--- config.mk ---
export PLATFORM = sky130hd
export DESIGN_NAME = host_cmd_status_regs
export DESIGN_NICKNAME = d
export VERILOG_FILES = /design/src/rtl/hcs_pkg.sv /design/src/rtl/hcs_cause_bank.sv /design/src/rtl/hcs_unit_port.sv /design/src/rtl/host_cmd_status_regs.sv
export SDC_FILE = /design/constraint.sdc
export NUM_CORES = 1
export LEC_CHECK = 0
export BUFFER_PORTS_ARGS = -buffer_cell sky130_fd_sc_hd__buf_4
export CELL_PAD_IN_SITES_DETAIL_PLACEMENT = 1
export CELL_PAD_IN_SITES_GLOBAL_PLACEMENT = 2
export CORE_MARGIN = 2
export CORE_UTILIZATION = 30
export DETAILED_ROUTE_END_ITERATION = 7
export PLACE_DENSITY = 0.85
export SYNTH_ARGS = -nofsm -noshare
export SYNTH_HDL_FRONTEND = slang
export SYNTH_SLANG_ARGS = --single-unit
--- constraint.sdc ---
create_clock -name clk -period 2.2 [get_ports clk]
set_input_delay 0.44 -clock clk [delete_from_list [all_inputs] [get_ports clk]]
set_output_delay 0.44 -clock clk [all_outputs]
set_load 0.01 [all_outputs]
--- src/rtl/hcs_pkg.sv ---
package hcs_pkg;

    localparam int CAUSE_N  = 6;
    localparam int EVT_N    = CAUSE_N - 1;
    localparam int NIB_W    = 4;
    localparam int UNIT_N   = 2;
    localparam int CAUSE_LO = 10;

    typedef enum logic [0:0] {
        US_EMPTY   = 1'b0,
        US_OFFERED = 1'b1
    } unit_state_e;

    localparam logic [NIB_W-1:0] CODE_START = 4'h1;
    localparam logic [NIB_W-1:0] CODE_LOAD  = 4'h6;

    function automatic logic code_takes_ptr(input logic [NIB_W-1:0] code);
        return (code == CODE_START) || (code == CODE_LOAD);
    endfunction

endpackage

--- src/rtl/hcs_cause_bank.sv ---
module hcs_cause_bank #(
    parameter int N = 6
) (
    input  logic         clk,
    input  logic         rst_n,
    input  logic [N-1:0] set_i,
    input  logic [N-1:0] clr_i,
    output logic [N-1:0] pend_o
);

    logic [N-1:0] pend_q;

    generate
        for (genvar k = 0; k < N; k++) begin : g_bit
            always_ff @(posedge clk) begin
                if (!rst_n) begin
                    pend_q[k] <= 1'b0;
                end else if (set_i[k]) begin
                    pend_q[k] <= 1'b1;
                end else if (clr_i[k]) begin
                    pend_q[k] <= 1'b0;
                end
            end

            // an event always leaves its cause pending
            assert_event_latched_R5: assert property (@(posedge clk) disable iff (!rst_n)
                set_i[k] |=> pend_o[k]);

            // acknowledge without competing event clears
            assert_ack_clears_R4: assert property (@(posedge clk) disable iff (!rst_n)
                (clr_i[k] && !set_i[k]) |=> !pend_o[k]);
        end
    endgenerate

    assign pend_o = pend_q;

endmodule

--- src/rtl/hcs_unit_port.sv ---
module hcs_unit_port
    import hcs_pkg::*;
#(
    parameter int PTR_W = 32
) (
    input  logic             clk,
    input  logic             rst_n,
    input  logic             wr_i,
    input  logic [NIB_W-1:0] nib_i,
    input  logic [PTR_W-1:0] ptr_i,
    input  logic             accept_i,
    output logic             valid_o,
    output logic [NIB_W-1:0] code_o,
    output logic [PTR_W-1:0] ptr_o
);

    unit_state_e      state_q, state_d;
    logic [NIB_W-1:0] code_q;
    logic [PTR_W-1:0] ptr_q;
    logic             take;

    assign take = (state_q == US_EMPTY) && wr_i && (nib_i != '0);

    always_ff @(posedge clk) begin
        if (!rst_n) begin
            state_q <= US_EMPTY;
        end else begin
            state_q <= state_d;
        end
    end

    always_comb begin
        state_d = state_q;
        unique case (state_q)
            US_EMPTY:   if (take)     state_d = US_OFFERED;
            US_OFFERED: if (accept_i) state_d = US_EMPTY;
            default:                  state_d = US_EMPTY;
        endcase
    end

    always_ff @(posedge clk) begin
        if (!rst_n) begin
            code_q <= '0;
            ptr_q  <= '0;
        end else if (take) begin
            code_q <= nib_i;
            ptr_q  <= code_takes_ptr(nib_i) ? ptr_i : '0;
        end else if (state_q == US_OFFERED && accept_i) begin
            code_q <= '0;
            ptr_q  <= '0;
        end
    end

    always_comb begin
        valid_o = 1'b0;
        code_o  = '0;
        ptr_o   = '0;
        unique case (state_q)
            US_EMPTY: ;
            US_OFFERED: begin
                valid_o = 1'b1;
                code_o  = code_q;
                ptr_o   = ptr_q;
            end
            default: ;
        endcase
    end

    assert_accept_drops_R9: assert property (@(posedge clk) disable iff (!rst_n)
        (valid_o && accept_i) |=> !valid_o);

    assert_code_held_R10: assert property (@(posedge clk) disable iff (!rst_n)
        (valid_o && !accept_i) |=> (valid_o && $stable(code_o) && $stable(ptr_o)));

endmodule

--- src/rtl/host_cmd_status_regs.sv ---
module host_cmd_status_regs
    import hcs_pkg::*;
#(
    parameter int PTR_W = 32
) (
    input  logic             clk,
    input  logic             rst_n,
    input  logic             acc_sel,
    input  logic             acc_we,
    input  logic [3:0]       acc_be,
    input  logic [31:0]      acc_wdata,
    output logic [31:0]      acc_rdata,
    input  logic [EVT_N-1:0] evt_i,
    input  logic [1:0]       cu_state_i,
    input  logic [5:0]       ru_state_i,
    output logic             cu_cmd_valid_o,
    output logic [NIB_W-1:0] cu_cmd_code_o,
    output logic [PTR_W-1:0] cu_cmd_ptr_o,
    input  logic             cu_accept_i,
    output logic             ru_cmd_valid_o,
    output logic [NIB_W-1:0] ru_cmd_code_o,
    output logic [PTR_W-1:0] ru_cmd_ptr_o,
    input  logic             ru_accept_i,
    output logic             irq_o
);

    localparam int PTR_BYTES = PTR_W / 8;

    logic                 wr_ctl, wr_ptr;
    logic [CAUSE_N-1:0]   cause_set, cause_clr, pend;
    logic                 swi_set;
    logic                 mask_q;
    logic [PTR_W-1:0]     ptr_q;
    logic [UNIT_N-1:0]    u_accept, u_valid;
    logic [NIB_W-1:0]     u_code [UNIT_N];
    logic [PTR_W-1:0]     u_ptr  [UNIT_N];
    logic                 unused_bits;

    assign wr_ctl  = acc_we && !acc_sel;
    assign wr_ptr  = acc_we &&  acc_sel;
    assign swi_set = wr_ctl && acc_be[3] && acc_wdata[25];

    assign cause_set = {evt_i, swi_set};
    assign cause_clr = (wr_ctl && acc_be[1]) ? acc_wdata[CAUSE_LO +: CAUSE_N] : '0;

    hcs_cause_bank #(.N(CAUSE_N)) u_causes (
        .clk    (clk),
        .rst_n  (rst_n),
        .set_i  (cause_set),
        .clr_i  (cause_clr),
        .pend_o (pend)
    );

    always_ff @(posedge clk) begin
        if (!rst_n) begin
            mask_q <= 1'b0;
        end else if (wr_ctl && acc_be[3]) begin
            mask_q <= acc_wdata[24];
        end
    end

    generate
        for (genvar b = 0; b < PTR_BYTES; b++) begin : g_ptr
            always_ff @(posedge clk) begin
                if (!rst_n) begin
                    ptr_q[8*b +: 8] <= '0;
                end else if (wr_ptr && acc_be[b % 4]) begin
                    ptr_q[8*b +: 8] <= acc_wdata[8*(b % 4) +: 8];
                end
            end
        end
    endgenerate

    assign u_accept = {cu_accept_i, ru_accept_i};

    generate
        for (genvar u = 0; u < UNIT_N; u++) begin : g_unit
            hcs_unit_port #(.PTR_W(PTR_W)) u_port (
                .clk      (clk),
                .rst_n    (rst_n),
                .wr_i     (wr_ctl && acc_be[2]),
                .nib_i    (acc_wdata[16 + NIB_W*u +: NIB_W]),
                .ptr_i    (ptr_q),
                .accept_i (u_accept[u]),
                .valid_o  (u_valid[u]),
                .code_o   (u_code[u]),
                .ptr_o    (u_ptr[u])
            );
        end
    endgenerate

    assign ru_cmd_valid_o = u_valid[0];
    assign ru_cmd_code_o  = u_code[0];
    assign ru_cmd_ptr_o   = u_ptr[0];
    assign cu_cmd_valid_o = u_valid[1];
    assign cu_cmd_code_o  = u_code[1];
    assign cu_cmd_ptr_o   = u_ptr[1];

    assign irq_o = (|pend) && !mask_q;

    always_comb begin
        if (acc_sel) begin
            acc_rdata = ptr_q[31:0];
        end else begin
            acc_rdata = {7'b0, mask_q, u_code[1], u_code[0],
                         pend, 2'b00, cu_state_i, ru_state_i};
        end
    end

    assign unused_bits = ^{acc_wdata[9:0], acc_wdata[31:26]};

    assert_irq_masked_R6: assert property (@(posedge clk) disable iff (!rst_n)
        mask_q |-> !irq_o);

endmodule

* Word level (Yosys, flattened, before mapping)
Index checks and enable logic that the tools add are counted.
** Word-level totals
- Flip-flop bits (word level) :: 113
- Word-level logic and storage cells :: 91
** Cells by class
- Bitwise logic cells :: 2
- Reductions and logical operators :: 32
- Equal/unequal tests :: 4
- Mux-type cells :: 36
** Operators with widths (number)
- 32-bit 2-to-1 mux :: 9
- 4-bit 2-to-1 mux :: 6
- 1-bit 2-to-1 mux :: 18
- 1-bit logical AND :: 17
- 2-bit nonzero test :: 8
- 4-bit by 1-bit equality test with 1-bit output, second input constant :: 2
- 4-bit by 3-bit equality test with 1-bit output, second input constant :: 2
- 4-bit nonzero test :: 2
- 6-bit 2-to-1 mux :: 1
- 6-bit OR reduction :: 1
- 1-bit case mux with 2 select lines :: 2
- 1-bit zero test :: 2
- 1-bit logical OR :: 2
- 1-bit inverter :: 2

* Depth between registers and ports, before layout
Gate-level depths: netlist (run 1).
- Depth in word-level cells :: 7
- Mapped depth :: 6

* Modules after synthesis
From an unflattened synthesis (run 1), not the netlist that was laid out.
** Unflattened totals
- Cells, all modules :: 633
- Area total of the unflattened synthesis :: 5285.1 sq um
** By module, submodules not included
- hcs_unit_port :: area an instance 1627.8 sq um, instances 2, seq. area each 740.7 sq um, cells an instance 210
- host_cmd_status_regs :: area an instance 1781.7 sq um, instances 1, seq. area each 660.6 sq um, cells an instance 195
- hcs_cause_bank :: area an instance 247.7 sq um, instances 1, seq. area each 120.1 sq um, cells an instance 18

* Least setup slack after synthesis (run 1)
OpenSTA, ideal clock, no wires.
- Kind :: input to output
- From :: input acc_sel
- To :: output acc_rdata[10]
- Setup slack :: 304 ps
- Data required time :: 1760 ps
- Cell stages on the path :: 3
- Data arrival time :: 1456 ps
- Path through :: clkbuf_1 > clkbuf_1 > mux2_2
** Between the ends
- Word-level cells in the longest chain between the ends :: 1
** Ends and longest elaborated chain
- from (decl) :: line host_cmd_status_regs.sv:8 : input logic acc_sel,
- 32-bit 2-to-1 mux :: line host_cmd_status_regs.sv:102 : if (acc_sel) begin
- to (decl) :: line host_cmd_status_regs.sv:12 : output logic [31:0] acc_rdata,
Every way passes these cells.

* Final worst setup path (run 1)
- From :: register g_unit[1].u_port.state_q
- To :: output acc_rdata[22]
** Between the ends
- Word-level cells in the longest chain between the ends :: 2
** Ends and longest elaborated chain
- from (decl) :: line hcs_unit_port.sv:17 : unit_state_e state_q, state_d;
- from (signal assigned) :: line hcs_unit_port.sv:28 : state_q <= state_d;
- 4-bit 2-to-1 mux :: line hcs_unit_port.sv:58 : unique case (state_q)
- 32-bit 2-to-1 mux :: line host_cmd_status_regs.sv:102
Every way passes these cells.

==> results of run 1 <==
==> registers in the layout, summed over array words and instances (netlist names) <==
name                   count
g_unit.u_port.state_q      2
mask_q                     1
g_unit.u_port.code_q       8
g_unit.u_port.ptr_q       64
ptr_q                     32
u_causes.pend_o            6
==> cell usage in the layout, fill, tap and decap left out, types with 4 or more instances in the layout <==
master and instances:
buf_4 175, dfxtp_1 112, and2_1 81, a22o_1 58
nor2_1 36, mux2i_1 33, mux2_2 23, clkbuf_16 17
a32o_1 8, clkinvlp_4 8, inv_1 7, a22o_2 6
o21ai_0 5, a31oi_1 5, a21oi_1 4, nand3_1 4
==> critical path, delay by kind of cell (launching register included) <==
kind / cells / cell delay, ns
muxes: 1 / 0.28
buffers and inverters: 2 / 0.36
and+or+nand+nor: 1 / 0.21
DFF: 1 / 0.31
==> metrics by stage <==
stage	setup slack, ns	power [mW]	area, um2
2_1_floorplan	0.3044	2.347	4642
3_3_place_gp	0.2307	2.541	6077
3_5_place_dp	0.1821	2.554	6077
4_1_cts	0.06634	5.340	6681
5_1_grt	0.1181	5.475	6683
6_report	0.1830	5.283	6683
==> per-layer routing <==
layer | up-vias | track usage, % | wire (um)
met4 | 0 | 6.917 | 255
met2 | 110 | 32.13 | 7572
met3 | 19 | 3.617 | 593
met1 | 1951 | 22.40 | 6550
li1 | 1893 | - | -
met5 | - | 0 | 0
==> how the worst max path moves through the flow <==
stage	to	slack, ns	cells past startpoint
after global placement	g_unit[1].u_port.ptr_q[5]	0.23	5
after detailed placement	g_unit[1].u_port.ptr_q[8]	0.18	5
after global routing	acc_rdata[22]	0.12	4
final	acc_rdata[22]	0.18	4
after CTS	ru_cmd_ptr_o[28]	0.07	3
after floorplan	acc_rdata[10]	0.30	3
==> power by group through the flow <==
stage | Sequential, mW | Combinational (mW) | Clock (mW)
after floorplan | 2.15 | 0.198 | 0
after global placement | 2.16 | 0.379 | 0
after detailed placement | 2.16 | 0.391 | 0
after CTS | 2.12 | 0.394 | 2.83
after global routing | 2.12 | 0.421 | 2.93
final | 2.12 | 0.388 | 2.77
==> cells by family (layout without fill, tap and decap cells) <==
group	Yosys count	after routing	share of synthesized area, %
buf+inv	41	218	4.393
flops	113	113	48.73
compound gates	91	91	17.39
simple gates	136	136	16.79
mux	56	56	12.70
==> layout make-up <==
class,count,area [um2]
clock inverter,14,165.2
inverter,8,30.03
tap,188,235.2
fill,1650,8463
timing repair buffer,178,1374
multi-input combinational,283,2176
sequential,113,2263
clock buffer,18,439.2
==> summary.md, run 1 <==
| Metric | Value |
|---|---|
| Status | `finished, final reports clean` |
| Final Hold Vio Count | `0` |
| Synth Flop Type | `dfxtp_1` |
| Sw frac | `22.89%` |
| Crit Path Category | `reg -> out` |
| R2R depth | `6` |
| Crit path capture type | `output pin` |
| Mapped Cells | `437` |
| Final setup violation count | `0` |
| Ranking of synthesized cells by area | `dfxtp_1 (49%), a22o_1 (11%), and2_1 (11%)` |
| DP HPWL | `10570 um` |
| Final core utilization | `44.12%` |
| Clk buf depth | `2` |
| Reg2reg setup slack | `0.47 ns` |
| Flops & latches, synth | `113` |
| Clock sinks | `113` |
| Hold slack | `0.2223 ns` |
| N_diodes | `0` |
| Hold crit path type | `in -> reg` |
| Yosys top cell by area | `dfxtp_1` |
| DP Cell Count | `770` |
| Max-slew violations | `0` |
| Hold path startpoint | `acc_wdata[11]` |
| Clk pwr share | `52.5%` |
| Die area | `16480 um2` |
| Detailed Routing Iterations Pass 1 | `4` |
| Die W | `128.4 um` |
| RD Place Congestion | `0.7490` |
| Number of hold buffers added after cts | `0` |
| Post-Route WL | `14970 um` |
| Top cell type's share of synthesized area | `48.73%` |
| Sequential element share of the synthesized area | `48.73%` |
| CP most frequent cell | `buf_4` |
| Clock skew | `0.005205 ns` |
| CTS tree | `yes` |
| Input/output buffers | `161` |
| Overflow after GRT | `0` |
| Mean Syn Cell Area | `10.62 um2` |
| Critical Path RT | `1.76 ns` |
| Cell variety after synth | `28` |
| ANT nets after route | `0` |
| Largest net degree at the start of global routing | `33` |
| Clock root cell | `clkbuf_16` |
| Slowest stage cell, crit path | `dfxtp_1` |
| Arrival @ worst endpoint | `1.58 ns` |
| Final worst path period share | `91.68%` |
| Worst-Margin Slew | `0.6165 ns` |
| Fin crit period | `2.017 ns` |
| Slew Limit Headroom | `58.78%` |
| Area Growth Syn to Fin | `43.96%` |
| Post-synth EDFFs | `0` |
| CP Cell Sequence | `buf_4 > and2_1 > mux2_2 > buf_4` |
| CORE AREA | `15150 um2` |
| Initial antenna violation count | `0` |
| Global-route wire length before repair | `23280 um` |
| Int Pwr | `4.074 mW` |
| Max Cap Viol | `0` |
| Vias/cell | `4.954` |
| Crit start category | `flop` |
| Hold Path Depth | `2` |
| H-Tree Level Count | `4` |
| # Post-CTS Setup Buffers | `0` |
| Warnings from Yosys | `0` |
| Worst Setup SP | `g_unit[1].u_port.state_q` |
| # IOs | `162` |
| Clock buffer count from CTS | `17` |
| Layout cell share with drive strength beyond 1 | `39.90%` |
| Largest stage delay on the critical path | `0.31 ns` |
| Non-Filler Instances | `802` |
| DRC marker count from the first detailed-route iteration | `155` |
| Latest clock arrival within the worst-skew pair | `0.41 ns` |
| Reg2reg start | `g_unit[1].u_port.state_q` |
| Drt drc | `0` |
| Worst reg2reg endpoint | `g_unit[1].u_port.ptr_q[5]` |
| Max VDD drop | `0.4498 mV` |
| Routed via count | `3973` |
| Worst Path Max Fanout | `28` |
| FFs w/ async S/R, synth | `0%` |
| Worst Hold End | `u_causes.pend_o[1]` |
| Top-count cell post-synth | `dfxtp_1` |
| Post-cts resize count | `0` |
| Syn Std Cell Area | `4642 um2` |
| Overall routing resource usage | `18.39%` |
| Die height | `128.4 um` |
| Sequential share of power | `40.1%` |
| RSZ-0062 raised after global routing | `no` |
| Number of global-route vias before repair | `4292` |
| Clock-pin slew on the worst setup and hold paths | `0.05 ns` |
| Wirelength per Cell | `18.67 um` |
| Nets | `656` |
| Leakage | `3.192 nW` |
| Fmax | `495.8 MHz` |
| Pwr dens | `790.5 nW/um2` |
| Initial Util | `30.65%` |
| Num rows | `45` |
| Top post-synthesis cells by count | `dfxtp_1 (113), and2_1 (81), a22o_1 (58), nor2_1 (36), mux2i_1 (33)` |
| Total Neg Setup Slack | `0 ns` |
| Sw power | `1.209 mW` |
| Syn nets | `492` |
| Gate power share | `7.3%` |
Note: power is estimated with default switching activity, not from simulation.
==> run 2: changes to the inputs <==
PLACE_DENSITY = unset   (was 0.85)
PLACE_DENSITY_LB_ADDON = 0.1   (was unset)
==> run 2 against run 1 <==
Maximum frequency rose by 4.4%. Die area is the same. Non-clock buffer count increased by 1. Largest power group unchanged. Critical path type unchanged. Sequential power barely moved. Clock skew decreased by 0.0015 ns. Hold slack worse by 0.0042 ns.
==> summary.md, run 2 (synthesis results as in run 1) <==
| Metric | Value |
|---|---|
| Clk pwr share | `52.4%` |
| Final Hold Vio Count | `0` |
| Nets | `657` |
| DRC marker count from the first detailed-route iteration | `116` |
| Die height | `128.4 um` |
| Fin area | `6670 um2` |
| Wirelength per Cell | `18.32 um` |
| Worst reg2reg endpoint | `g_unit[0].u_port.ptr_q[28]` |
| Top reg by flops | `g_unit.u_port.ptr_q` |
| Non-Filler Instances | `803` |
| Final core utilization | `44.04%` |
| Pwr dens | `789.8 nW/um2` |
| Crit start category | `flop` |
| Clock-pin slew on the worst setup and hold paths | `0.05 ns` |
| Post-Route WL | `14710 um` |
| Sw power | `1.171 mW` |
| Overflow after GRT | `0` |
| Largest regs | `g_unit.u_port.ptr_q (64), ptr_q (32), g_unit.u_port.code_q (8)` |
| Initial Util | `30.65%` |
| Hold Path Depth | `2` |
| CP Cell Sequence | `buf_4 > and2_1 > buf_4` |
| Sequential share of power | `40.3%` |
| Num rows | `45` |
| DP Cell Count | `771` |
| Max Cap Viol | `0` |
| Fin crit period | `1.931 ns` |
| Global-route wire length before repair | `23310 um` |
| Clock root cell | `clkbuf_16` |
| Worst Hold End | `u_causes.pend_o[3]` |
| Worst-Margin Slew | `0.5790 ns` |
| CP most frequent cell | `buf_4` |
| Total Neg Setup Slack | `0 ns` |
| Leakage | `3.226 nW` |
| Vias/cell | `4.914` |
| Clk buf depth | `2` |
| Overall routing resource usage | `18.53%` |
| Max VDD drop | `0.4961 mV` |
| Final setup violation count | `0` |
| Int Pwr | `4.097 mW` |
| Hold crit path type | `in -> reg` |
| Final worst path period share | `87.79%` |
| ANT nets after route | `0` |
| Placement Cell Area | `6072 um2` |
| Largest net degree at the start of global routing | `37` |
| Number of global-route vias before repair | `4274` |
| Slew Limit Headroom | `61.29%` |
| Reg2reg start | `g_unit[0].u_port.state_q` |
| Area Growth Syn to Fin | `43.69%` |
| Clock buffer count from CTS | `17` |
| Die W | `128.4 um` |
| Clock sinks | `113` |
| Number of hold buffers added after cts | `0` |
| Gate power share | `7.3%` |
| Drt drc | `0` |
| Arrival @ worst endpoint | `1.49 ns` |
| RSZ-0062 raised after global routing | `no` |
| Reg2reg setup slack | `0.56 ns` |
| Detailed Routing Iterations Pass 1 | `4` |
| Die area | `16480 um2` |
| Largest stage delay on the critical path | `0.47 ns` |
| Hold path startpoint | `acc_wdata[13]` |
| Commonest non-fill, non-tap cell in the layout | `buf_4` |
| Crit Path Category | `reg -> out` |
| Clock skew | `0.003696 ns` |
| CTS tree | `yes` |
| Routed via count | `3946` |
| Max-slew violations | `0` |
| RD Place Congestion | `0.7613` |
| Sw frac | `22.23%` |
| H-Tree Level Count | `4` |
| Worst Path Max Fanout | `22` |
| CP delay by family, top | `flip-flops` |
| Most frequent cells in the layout | `buf_4 (177), dfxtp_1 (111), and2_1 (81)` |
| Layout cell share with drive strength beyond 1 | `40.00%` |
| DP HPWL | `10510 um` |
| Hold slack | `0.2181 ns` |
| Status | `finished, final reports clean` |
| Critical Path RT | `1.76 ns` |
| Latest clock arrival within the worst-skew pair | `0.41 ns` |
| # IOs | `162` |
| Bufs and invs on worst path | `2` |
| N_diodes | `0` |
| Max reg flops | `64` |
| Crit path capture type | `output pin` |
| CORE AREA | `15150 um2` |
| Slowest stage cell, crit path | `dfxtp_2` |
| Input/output buffers | `161` |
| Fmax | `517.8 MHz` |
| R2R depth | `5` |
| Initial antenna violation count | `0` |
[run 2: cell count changes in the layout (fill, tap and decap cells not counted), sizes merged]
cell and change:
clkinvlp -8, buf +1, clkinv +6, clkbuf +2
[run 2: worst register-to-register path, stage by stage (launching register included)]
cell and delay, ns:
dfxtp_2 0.39, nor4bb_1 0.29, buf_4 0.22, o2111a_1 0.23
buf_4 0.26, a22o_1 0.19
[run 2: area by class of cell]
type                    count  area [um2]
inverters                   8       30.03
well taps                 188       235.2
flip-flops and latches    113        2265
fillers                  1678        8476
multi-input cells         283        2176
clock buffers              20       456.7
clock inverters            12       138.9
repair buffers            179        1369
[run 2: worst max path at each step]
stage                                   from                         end  slack [ns]  depth (start not counted)
CTS                 g_unit[0].u_port.state_q             ru_cmd_ptr_o[0]        0.04                          3
detailed placement             acc_wdata[23]  g_unit[1].u_port.ptr_q[30]        0.27                          5
global placement               acc_wdata[23]  g_unit[1].u_port.ptr_q[12]        0.32                          5
global route        g_unit[0].u_port.state_q             ru_cmd_ptr_o[0]        0.16                          3
floorplan                            acc_sel               acc_rdata[10]        0.30                          3
finish              g_unit[0].u_port.state_q            ru_cmd_ptr_o[25]        0.27                          3
[run 2: what timing repair did]
action                     CTS  global route
setup endpoints to repair    0            23
setup buffers                0             0
resized for setup            0             2
[run 2: power by group through the flow]
stage,Clock [mW],Sequential [mW],Combinational (mW)
global route,2.91,2.13,0.420
global placement,0,2.17,0.378
CTS,2.81,2.12,0.392
finish,2.76,2.12,0.384
detailed placement,0,2.17,0.390
floorplan,0,2.15,0.198
[run 2: per-stage QoR]
stage	worst slack (ns)	total power [mW]
3_3_place_gp	0.3229	2.544
3_5_place_dp	0.2687	2.556
5_1_grt	0.1627	5.458
2_1_floorplan	0.3044	2.347
6_report	0.2686	5.268
4_1_cts	0.03660	5.330
[run 2: metal layers]
| metal | up-vias | routed length (um) | global-route usage [%] |
|---|---|---|---|
| met5 | - | 0 | 0 |
| met4 | 0 | 185 | 6.206 |
| met3 | 15 | 847 | 5.863 |
| met2 | 102 | 7088 | 30.54 |
| met1 | 1938 | 6588 | 23.04 |
| li1 | 1891 | - | - |
